`src/rtl/tpg_pkg.sv`:
```
package tpg_pkg;
  localparam int ADDR_W   = 14;
  localparam int DATA_W   = 8;
  localparam int COLOR_W  = 4;
  localparam int COL_W    = 6;
  localparam int SUB_W    = 3;
  localparam int GFX_COLS = 32;
  localparam int TXT_COLS = 40;
  localparam int GFX_CELL = 8;
  localparam int TXT_CELL = 6;
  localparam int NAME_SH  = 10;
  localparam int COLOR_SH = 6;
  localparam int PAT_SH   = 11;

  typedef enum logic [1:0] {
    SEL_NAME,
    SEL_COLOR,
    SEL_PAT
  } addrSel_e;

  typedef struct packed {
    addrSel_e          addrSel;
    logic [COL_W-1:0]  col;
    logic              latchName;
    logic              latchColor;
    logic              latchPat;
    logic              loadTile;
    logic              pixActive;
  } ctlStrobe_t;
endpackage

```
`src/rtl/tpg_fetch_ctrl.sv`:
```
module tpg_fetch_ctrl
  import tpg_pkg::*;
#(
  parameter int H_W  = 10,
  parameter int V_W  = 9,
  parameter int LEAD = 8,
  parameter int ROWS = 192
) (
  input  logic           clk,
  input  logic           rstN,
  input  logic [H_W-1:0] hCount,
  input  logic [V_W-1:0] vPos,
  input  logic           dispOn,
  input  logic           textMode,
  input  logic           memGrant,
  output logic           memReq,
  output logic           tileReady,
  output ctlStrobe_t     ctl
);
  localparam logic [H_W-1:0] LEAD_H  = H_W'(LEAD);
  localparam logic [H_W-1:0] GFX_END = H_W'(LEAD + GFX_COLS * GFX_CELL);
  localparam logic [H_W-1:0] TXT_END = H_W'(LEAD + TXT_COLS * TXT_CELL);
  localparam logic [V_W-1:0] ROW_LIM = V_W'(ROWS);

  typedef enum logic [2:0] {
    F_IDLE, F_NAME_RQ, F_NAME_WT, F_COLOR_RQ, F_PAT_RQ, F_PAT_WT, F_FULL
  } fetchState_e;

  fetchState_e      st;
  logic [COL_W-1:0] col;
  logic [SUB_W-1:0] sub;
  logic             colorPend;

  logic [H_W-1:0]   endH;
  logic [COL_W-1:0] lastCol;
  logic [SUB_W-1:0] lastSub;
  logic             lineStart;
  logic             rowLive;
  logic             pixActive;
  logic             loadTile;

  always_comb begin
    endH      = textMode ? TXT_END : GFX_END;
    lastCol   = textMode ? COL_W'(TXT_COLS - 1) : COL_W'(GFX_COLS - 1);
    lastSub   = textMode ? SUB_W'(TXT_CELL - 1) : SUB_W'(GFX_CELL - 1);
    lineStart = (hCount == '0);
    rowLive   = (vPos < ROW_LIM);
    pixActive = (hCount >= LEAD_H) && (hCount < endH);
    loadTile  = pixActive && (sub == '0);
  end

  always_ff @(posedge clk) begin
    if (!rstN) begin
      st        <= F_IDLE;
      col       <= '0;
      sub       <= '0;
      colorPend <= 1'b0;
    end else begin
      colorPend <= (st == F_COLOR_RQ) && memGrant;
      if (!pixActive || sub == lastSub) sub <= '0;
      else sub <= sub + 1'b1;

      if (lineStart) begin
        col <= '0;
        st  <= (dispOn && rowLive) ? F_NAME_RQ : F_IDLE;
      end else begin
        unique case (st)
          F_NAME_RQ:  if (memGrant) st <= F_NAME_WT;
          F_NAME_WT:  st <= textMode ? F_PAT_RQ : F_COLOR_RQ;
          F_COLOR_RQ: if (memGrant) st <= F_PAT_RQ;
          F_PAT_RQ:   if (memGrant) st <= F_PAT_WT;
          F_PAT_WT:   st <= F_FULL;
          F_FULL: begin
            if (loadTile) begin
              if (col == lastCol) begin
                st <= F_IDLE;
              end else begin
                col <= col + 1'b1;
                st  <= F_NAME_RQ;
              end
            end
          end
          default: st <= F_IDLE;
        endcase
      end
    end
  end

  always_comb begin
    memReq    = (st == F_NAME_RQ) || (st == F_COLOR_RQ) || (st == F_PAT_RQ);
    tileReady = (st == F_FULL);
    unique case (st)
      F_COLOR_RQ: ctl.addrSel = SEL_COLOR;
      F_PAT_RQ:   ctl.addrSel = SEL_PAT;
      default:    ctl.addrSel = SEL_NAME;
    endcase
    ctl.col        = col;
    ctl.latchName  = (st == F_NAME_WT);
    ctl.latchColor = colorPend;
    ctl.latchPat   = (st == F_PAT_WT);
    ctl.loadTile   = loadTile;
    ctl.pixActive  = pixActive;
  end
endmodule

```
`src/rtl/tpg_datapath.sv`:
```
module tpg_datapath
  import tpg_pkg::*;
#(
  parameter int V_W  = 9,
  parameter int ROWS = 192
) (
  input  logic                       clk,
  input  logic                       rstN,
  input  ctlStrobe_t                 ctl,
  input  logic [V_W-1:0]             vPos,
  input  logic                       dispOn,
  input  logic                       textMode,
  input  logic [ADDR_W-NAME_SH-1:0]  nameSel,
  input  logic [ADDR_W-COLOR_SH-1:0] colorSel,
  input  logic [ADDR_W-PAT_SH-1:0]   patSel,
  input  logic [DATA_W-1:0]          screenColors,
  input  logic [DATA_W-1:0]          memData,
  output logic [ADDR_W-1:0]          memAddr,
  output logic                       pixValid,
  output logic [COLOR_W-1:0]         pixColor
);
  localparam logic [V_W-1:0] ROW_LIM = V_W'(ROWS);

  logic [DATA_W-1:0]  nameReg, patNext, shReg;
  logic [COLOR_W-1:0] fgNext, bgNext, fgCur, bgCur;

  logic [ADDR_W-1:0]  rowWide, rowOff, nameAddr, colorAddr, patAddr;
  logic [COLOR_W-1:0] loadFg, loadBg, fgNow, bgNow, colorNext;
  logic               curBit;
  logic               rowLive;

  always_comb begin
    rowWide   = ADDR_W'(vPos[7:3]);
    rowOff    = textMode ? ((rowWide << 5) + (rowWide << 3)) : (rowWide << 5);
    nameAddr  = {nameSel, NAME_SH'(0)} + rowOff + ADDR_W'(ctl.col);
    colorAddr = {colorSel, COLOR_SH'(0)} + ADDR_W'(nameReg[DATA_W-1:3]);
    patAddr   = {patSel, PAT_SH'(0)} + (ADDR_W'(nameReg) << 3) + ADDR_W'(vPos[2:0]);
    unique case (ctl.addrSel)
      SEL_COLOR: memAddr = colorAddr;
      SEL_PAT:   memAddr = patAddr;
      default:   memAddr = nameAddr;
    endcase
  end

  always_comb begin
    rowLive = (vPos < ROW_LIM);
    loadFg  = textMode ? screenColors[7:4] : fgNext;
    loadBg  = textMode ? screenColors[3:0] : bgNext;
    curBit  = ctl.loadTile ? patNext[DATA_W-1] : shReg[DATA_W-1];
    fgNow   = ctl.loadTile ? loadFg : fgCur;
    bgNow   = ctl.loadTile ? loadBg : bgCur;
    if (!ctl.pixActive || !dispOn) colorNext = '0;
    else if (!rowLive)             colorNext = screenColors[3:0];
    else                           colorNext = curBit ? fgNow : bgNow;
  end

  always_ff @(posedge clk) begin
    if (!rstN) begin
      nameReg  <= '0;
      patNext  <= '0;
      shReg    <= '0;
      fgNext   <= '0;
      bgNext   <= '0;
      fgCur    <= '0;
      bgCur    <= '0;
      pixValid <= 1'b0;
      pixColor <= '0;
    end else begin
      if (ctl.latchName)  nameReg <= memData;
      if (ctl.latchColor) {fgNext, bgNext} <= memData;
      if (ctl.latchPat)   patNext <= memData;
      if (ctl.loadTile) begin
        shReg <= patNext << 1;
        fgCur <= loadFg;
        bgCur <= loadBg;
      end else if (ctl.pixActive) begin
        shReg <= shReg << 1;
      end
      pixValid <= ctl.pixActive;
      pixColor <= colorNext;
    end
  end
endmodule

```
`src/rtl/tile_pixel_gen.sv`:
```
module tile_pixel_gen
  import tpg_pkg::*;
#(
  parameter int H_W  = 10,
  parameter int V_W  = 9,
  parameter int LEAD = 8,
  parameter int ROWS = 192
) (
  input  logic                       clk,
  input  logic                       rstN,
  input  logic [H_W-1:0]             hCount,
  input  logic [V_W-1:0]             vPos,
  input  logic                       dispOn,
  input  logic                       textMode,
  input  logic [ADDR_W-NAME_SH-1:0]  nameSel,
  input  logic [ADDR_W-COLOR_SH-1:0] colorSel,
  input  logic [ADDR_W-PAT_SH-1:0]   patSel,
  input  logic [DATA_W-1:0]          screenColors,
  output logic                       memReq,
  input  logic                       memGrant,
  output logic [ADDR_W-1:0]          memAddr,
  input  logic [DATA_W-1:0]          memData,
  output logic                       pixValid,
  output logic [COLOR_W-1:0]         pixColor
);
  ctlStrobe_t ctl;
  logic       tileReady;

  tpg_fetch_ctrl #(.H_W(H_W), .V_W(V_W), .LEAD(LEAD), .ROWS(ROWS)) u_ctrl (
    .clk(clk), .rstN(rstN), .hCount(hCount), .vPos(vPos), .dispOn(dispOn),
    .textMode(textMode), .memGrant(memGrant), .memReq(memReq),
    .tileReady(tileReady), .ctl(ctl)
  );

  tpg_datapath #(.V_W(V_W), .ROWS(ROWS)) u_dp (
    .clk(clk), .rstN(rstN), .ctl(ctl), .vPos(vPos), .dispOn(dispOn),
    .textMode(textMode), .nameSel(nameSel), .colorSel(colorSel),
    .patSel(patSel), .screenColors(screenColors), .memData(memData),
    .memAddr(memAddr), .pixValid(pixValid), .pixColor(pixColor)
  );
endmodule

```
`config.mk`:
```
export PLATFORM = sky130hd
export DESIGN_NAME = tile_pixel_gen
export DESIGN_NICKNAME = d
export VERILOG_FILES = /design/src/rtl/tpg_pkg.sv /design/src/rtl/tpg_fetch_ctrl.sv /design/src/rtl/tpg_datapath.sv /design/src/rtl/tile_pixel_gen.sv
export SDC_FILE = /design/constraint.sdc
export NUM_CORES = 1
export LEC_CHECK = 0
export ABC_AREA = 1
export BUFFER_PORTS_ARGS = -buffer_cell sky130_fd_sc_hd__buf_2
export CORE_UTILIZATION = 50
export CTS_CLUSTER_SIZE = 20
export DETAILED_ROUTE_END_ITERATION = 10
export GPL_TIMING_DRIVEN = 0
export HOLD_SLACK_MARGIN = 0.08
export PLACE_DENSITY = 0.77
export SLEW_MARGIN = 20
export SYNTH_ARGS = -nofsm -noshare
export SYNTH_HDL_FRONTEND = slang
export SYNTH_SLANG_ARGS = --single-unit
```
`constraint.sdc`:
```
create_clock -name clk -period 2.4 [get_ports clk]
set_clock_uncertainty 0.1 [all_clocks]
set_input_delay 0.36 -clock clk [delete_from_list [all_inputs] [get_ports clk]]
set_output_delay 0.36 -clock clk [all_outputs]
set_load 0.005 [all_outputs]
```
# [Word level (Yosys, flattened, before mapping)]
# Index checks and enable logic that the tools add are counted.
[totals] regBits=57 in_bits=55 output_inout_bits=20 word_cells=82
[classes] n_addsub=8 n_lt_le_gt_ge=3 n_eq_ne=14 n_mux=24 bitwise_logic=2 n_reduce_logical=18
[op_table] operator="$pmux 14 s2" count=1
[op_table] operator="$mux 4" count=6
[op_table] operator="$mux 3" count=6
[op_table] operator="$pmux 3 s6" count=1
[op_table] operator="$mux 8" count=2
[op_table] operator="$add 14x11->14" count=1
[op_table] operator="$add 14x14->14" count=1
[op_table] operator="$add 14x3->14" count=1
[op_table] operator="$add 14x5->14" count=1
[op_table] operator="$add 14x6->14" count=1
[op_table] operator="$mux 14" count=1
[op_table] operator="$add 10x8->11" count=1
[op_table] operator="$ge 10x4->1 const B" count=1
[op_table] operator="$logic_not 10->1" count=1
[op_table] operator="$lt 10x10->1" count=1
[op_table] operator="$eq 3x3->1 const B" count=3
[op_table] operator="$lt 9x8->1 const B" count=1
[op_table] operator="$mux 9" count=1
[op_table] operator="$ne 3x2->1 const B" count=3
[op_table] operator="$add 6x1->6 const B" count=1
[op_table] operator="$eq 3x2->1 const B" count=2
[op_table] operator="$eq 6x6->1" count=1
[op_table] operator="$mux 6" count=1
[op_table] operator="$reduce_or 2->1" count=3
[op_table] operator="other kinds (17)" count=27

# [Longest topological paths before layout]
[depth] depth_word=7 ltp_mapped=18 ltp_nobuf=17

# [Hierarchy]
# A second synthesis with hierarchy kept.
[unflattened] hier_cells=537 hier_area_um2=3623.5
[modules_own_cells] mod="tpg_datapath" n_inst=1 cells_per_inst=381 area_each_um2=2573.7 seq_area_each_um2=880.8
[modules_own_cells] mod="tpg_fetch_ctrl" n_inst=1 cells_per_inst=156 area_each_um2=1049.8 seq_area_each_um2=260.2

# [Worst setup path before layout]
# OpenSTA, ideal clock, no wires.
[synth_timing] path_type="input port to output port" start="input port vPos[3]" end="output port memAddr[12]" t_arrival_ps=1861 required_time_ps=1940 path_slack_ps=79 cell_stages=17 n_path_buf=0 path_cell_list="ha_1 -> nand2_1 -> nand2_1 -> ha_1 -> nand2_1 -> nor2_1 -> nor2_1 -> nor2_1 -> nand2_1 -> nor2_1 -> nand2_1 -> nand2_1 -> nand2_1 -> nand2_1 -> nand2_1 -> nand2_1 -> nand2_1"
[synth_via] elab_chain_cells=5
[synth_lines] element="start, declared" line="tile_pixel_gen.sv:12" rtl="input logic [V_W-1:0] vPos,"
[synth_lines] element="$add 10x8->11" line="tpg_datapath.sv:34" rtl="rowOff = textMode ? ((rowWide << 5) + (rowWide << 3)) : (rowWide << 5);"
[synth_lines] element="$mux 14 (*)" line="tpg_datapath.sv:34"
[synth_lines] element="$add 14x14->14 (*)" line="tpg_datapath.sv:35" rtl="nameAddr = {nameSel, NAME_SH'(0)} + rowOff + ADDR_W'(ctl.col);"
[synth_lines] element="$add 14x6->14 (*)" line="tpg_datapath.sv:35"
[synth_lines] element="$pmux 14 s2 (*)" line="tpg_datapath.sv:38" rtl="unique case (ctl.addrSel)"
[synth_lines] element="end, declared" line="tile_pixel_gen.sv:21" rtl="output logic [ADDR_W-1:0] memAddr,"
# Mark *: on every way between the ends. The rest lies on a longest branch, timed or not.

# [Worst setup path after layout]
[layout_timing] start="input port vPos[3]" end="output port memAddr[9]"
# Same word-level chain as after synthesis.

==> results by group <==
Die
  • FP Rows: 30
  • Core area: 0.00676 mm²
  • Die area: 0.00729 mm²
  • Num ports: 75
  • Die Wd: 85.4 µm
  • DIE HEIGHT: 85.4 µm
  • Initial Util: 51.5%

CTS
  • Clock root buffer: clkbuf_8
  • Cts hold-fix bufs: 0
  • Worst-path clk slew: 0.07 ns
  • Clk sinks: 57
  • TritonCTS buffer count: 9
  • CTS tree: yes
  • Worst-skew pair later-pin latency: 0.34 ns
  • Clk buf depth: 2
  • Number of H-tree levels: 3

STA
  • Final Hold Vio Count: 0
  • Fin crit period: 2.61 ns
  • Final setup viols: 7
  • Crit share post-route: 109%
  • Slew HR: 55.5%
  • RSZ-0062 raised after global routing: true
  • Slew @ Worst Pin: 0.667 ns
  • Final setup margin: -0.211 ns
  • Achievable frequency: 383 MHz
  • Setup TNS Final: -1.13 ns
  • Fin Hold WS: 0.182 ns
  • Max Slew Vio Count: 0

Global route
  • Met1 Use GR: 34.7%
  • Vias in the first global route: 3324
  • GRT met2 Usage: 43.1%
  • First-pass GRT wire length: 15.1 mm
  • Largest net degree at the start of global routing: 13
  • Busiest grt layer: met2
  • M3 GR Usage: 4.57%
  • Gr usage total: 26.2%
  • Initial antenna violation count: 0
  • Overflow after GRT: 0

Detailed routing
  • Vias per cell: 5.31
  • Remaining antenna violation count: 0
  • First-pass DRT Iterations: 6
  • Via count: 3710
  • Starting DRT DRC Count: 243
  • Final WL: 9.42 mm
  • DRC viols: 0
  • Avg WL per Cell: 13.5 µm

Power and ir drop
  • Leak: 0.00207 µW
  • Worst vdd ir: 0.321 mV
  • Pwr Density: 705 mW/mm²

Place
  • Placer Congestion: 0.822
  • Dpl hpwl: 6.75 mm
  • Place WS: -0.582 ns
  • PortBufs: 74

Worst setup path
  • Reg2Reg Depth: 10
  • Path type of the worst setup path: in -> out
  • Highest-delay cell along the critical path: ha_4
  • Worst Path Arrival: 2.15 ns
  • Max incr delay on CP: 0.28 ns
  • CP cell instances: buf_8 > ha_4 > nand2_2 > nand2_2 > ha_4 > buf_4 > nand2_2 > a21oi_2 > nand2_2 > nor2_4 > xnor2_1 > nand2_1 > o211ai_1 > buf_2
  • Crit path required time: 1.94 ns
  • CP Capture Type: output port
  • Worst Setup Start Kind: primary input
  • Crit Path Max Fanout: 3
  • Most used cell, CP: nand2_2

Run
  • Max-Cap Viols: 0

Yosys
  • Cell Area, Synth: 0.00348 mm²
  • Top_reg_cell synth: dfxtp_1
  • Post-synth top area cell: dfxtp_1
  • Syn nets: 590
  • Post-synth top area share: 32.8%
  • Ys async rst share: 0%
  • Sequential cell area fraction in the yosys report: 32.8%
  • Synth warn: 0
  • Syn Area/Cell: 6.71 µm²
  • Ranking of synthesized cells by area: dfxtp_1, nand2_1, inv_1, nor2_1, o21ai_0
  • #FFs+latches synth: 57
  • Mapped Cells: 518
  • Number of flops mapped to enable cells by yosys: 0
  • Post-synth cell types: 43

Outcome
  • Status: finished, violations left
  • Failing checks: negative setup slack

Finish
  • Most frequent cells in the layout: nand2_1, buf_2, inv_1
  • Layout Nets: 686
  • Commonest non-fill, non-tap cell in the layout: nand2_1
  • Layout Utilization: 65.7%
  • Layout cell share with drive strength beyond 1: 27.3%
  • ANT cells: 0
  • P&R area growth vs syn: 27.6%

Worst hold path
  • Cells on Worst Hold Path: 3
  • Hold Crit Class: in -> reg
-- cell type report --
class	count	area (µm²)
inverters	74	283
clock inverters	4	51.3
repair buffers	85	492
flip-flops and latches	57	1140
fillers	598	2320
well taps	80	100
multi-input cells	371	2100
clock buffers	12	155
plain buffers	16	115
-- metrics by stage --
step / area [µm²] / power (µW) / cells
6_report: 4440 / 3130 / 699
2_1_floorplan: 3480 / 1810 / 518
5_1_grt: 4440 / 3320 / 699
4_1_cts: 4340 / 3100 / 696
3_3_place_gp: 3950 / 2120 / 672
3_5_place_dp: 3950 / 2140 / 672
-- worst paths after layout --
| kind | startpoint | to | slack [ns] |
|---|---|---|---|
| hold reg to reg | u_dp.shReg[4] | u_dp.shReg[4] | 0.35 |
| setup reg to reg | u_ctrl.sub[1] | u_dp.pixColor[2] | 0.56 |
| hold / removal | screenColors[2] | u_dp.pixColor[2] | 0.18 |
| setup / recovery | vPos[3] | memAddr[9] | -0.21 |
-- timing repair --
action	4_1_cts	5_1_grt
setup buffers	8	3
gates resized for setup	29	19
endpoints found under the setup margin	9	9
pin swaps	21	21
-- power by group --
part / internal [µW] / switching (µW)
Combinational: 426 / 673
Clock: 536 / 401
Sequential: 1050 / 47.3
-- cells in the mapped netlist (5+ instances only) --
cell type,instances
a21oi_1,32
nor3_1,5
dfxtp_1,57
nand2_2,9
nand3_1,28
nor2_1,58
nand4_1,11
ha_1,15
o221ai_1,6
o21ai_0,38
inv_1,69
nand2_1,128
-- worst max-delay path: cells and delay by family --
family	cells	cell delay, ns
AOI/OAI and AO/OA	2	0.28
xor gates and xnor gates	1	0.13
adders and majority gates	2	0.50
buffers and inverters	3	0.37
and+or+nand+nor	6	0.50
-- state kept, by name (all words and copies together), names as in the netlist, 6 cells and up --
register	count
u_ctrl.col	6
u_dp.nameReg	8
u_dp.patNext	8
u_dp.shReg	7
-- cells by family (layout without fill, tap and decap cells) --
kind of cell | after synthesis | in the layout | share of synthesized area [%]
DFF | 57 | 57 | 32.8
adders and majority gates | 17 | 17 | 6.55
AOI/OAI and AO/OA | 93 | 93 | 15.4
xor gates and xnor gates | 3 | 3 | 0.756
muxes | 4 | 4 | 1.15
and+or+nand+nor | 254 | 254 | 32.2
buffers and inverters | 90 | 191 | 11.2
-- metal layers --
layer  wire [µm]  vias to the layer above
li1            -                     1877
met1        4280                     1657
met2        4400                      165
met3         624                       11
met4         113                        0
met5           0                        -
Power figures use the tool's default switching activity.
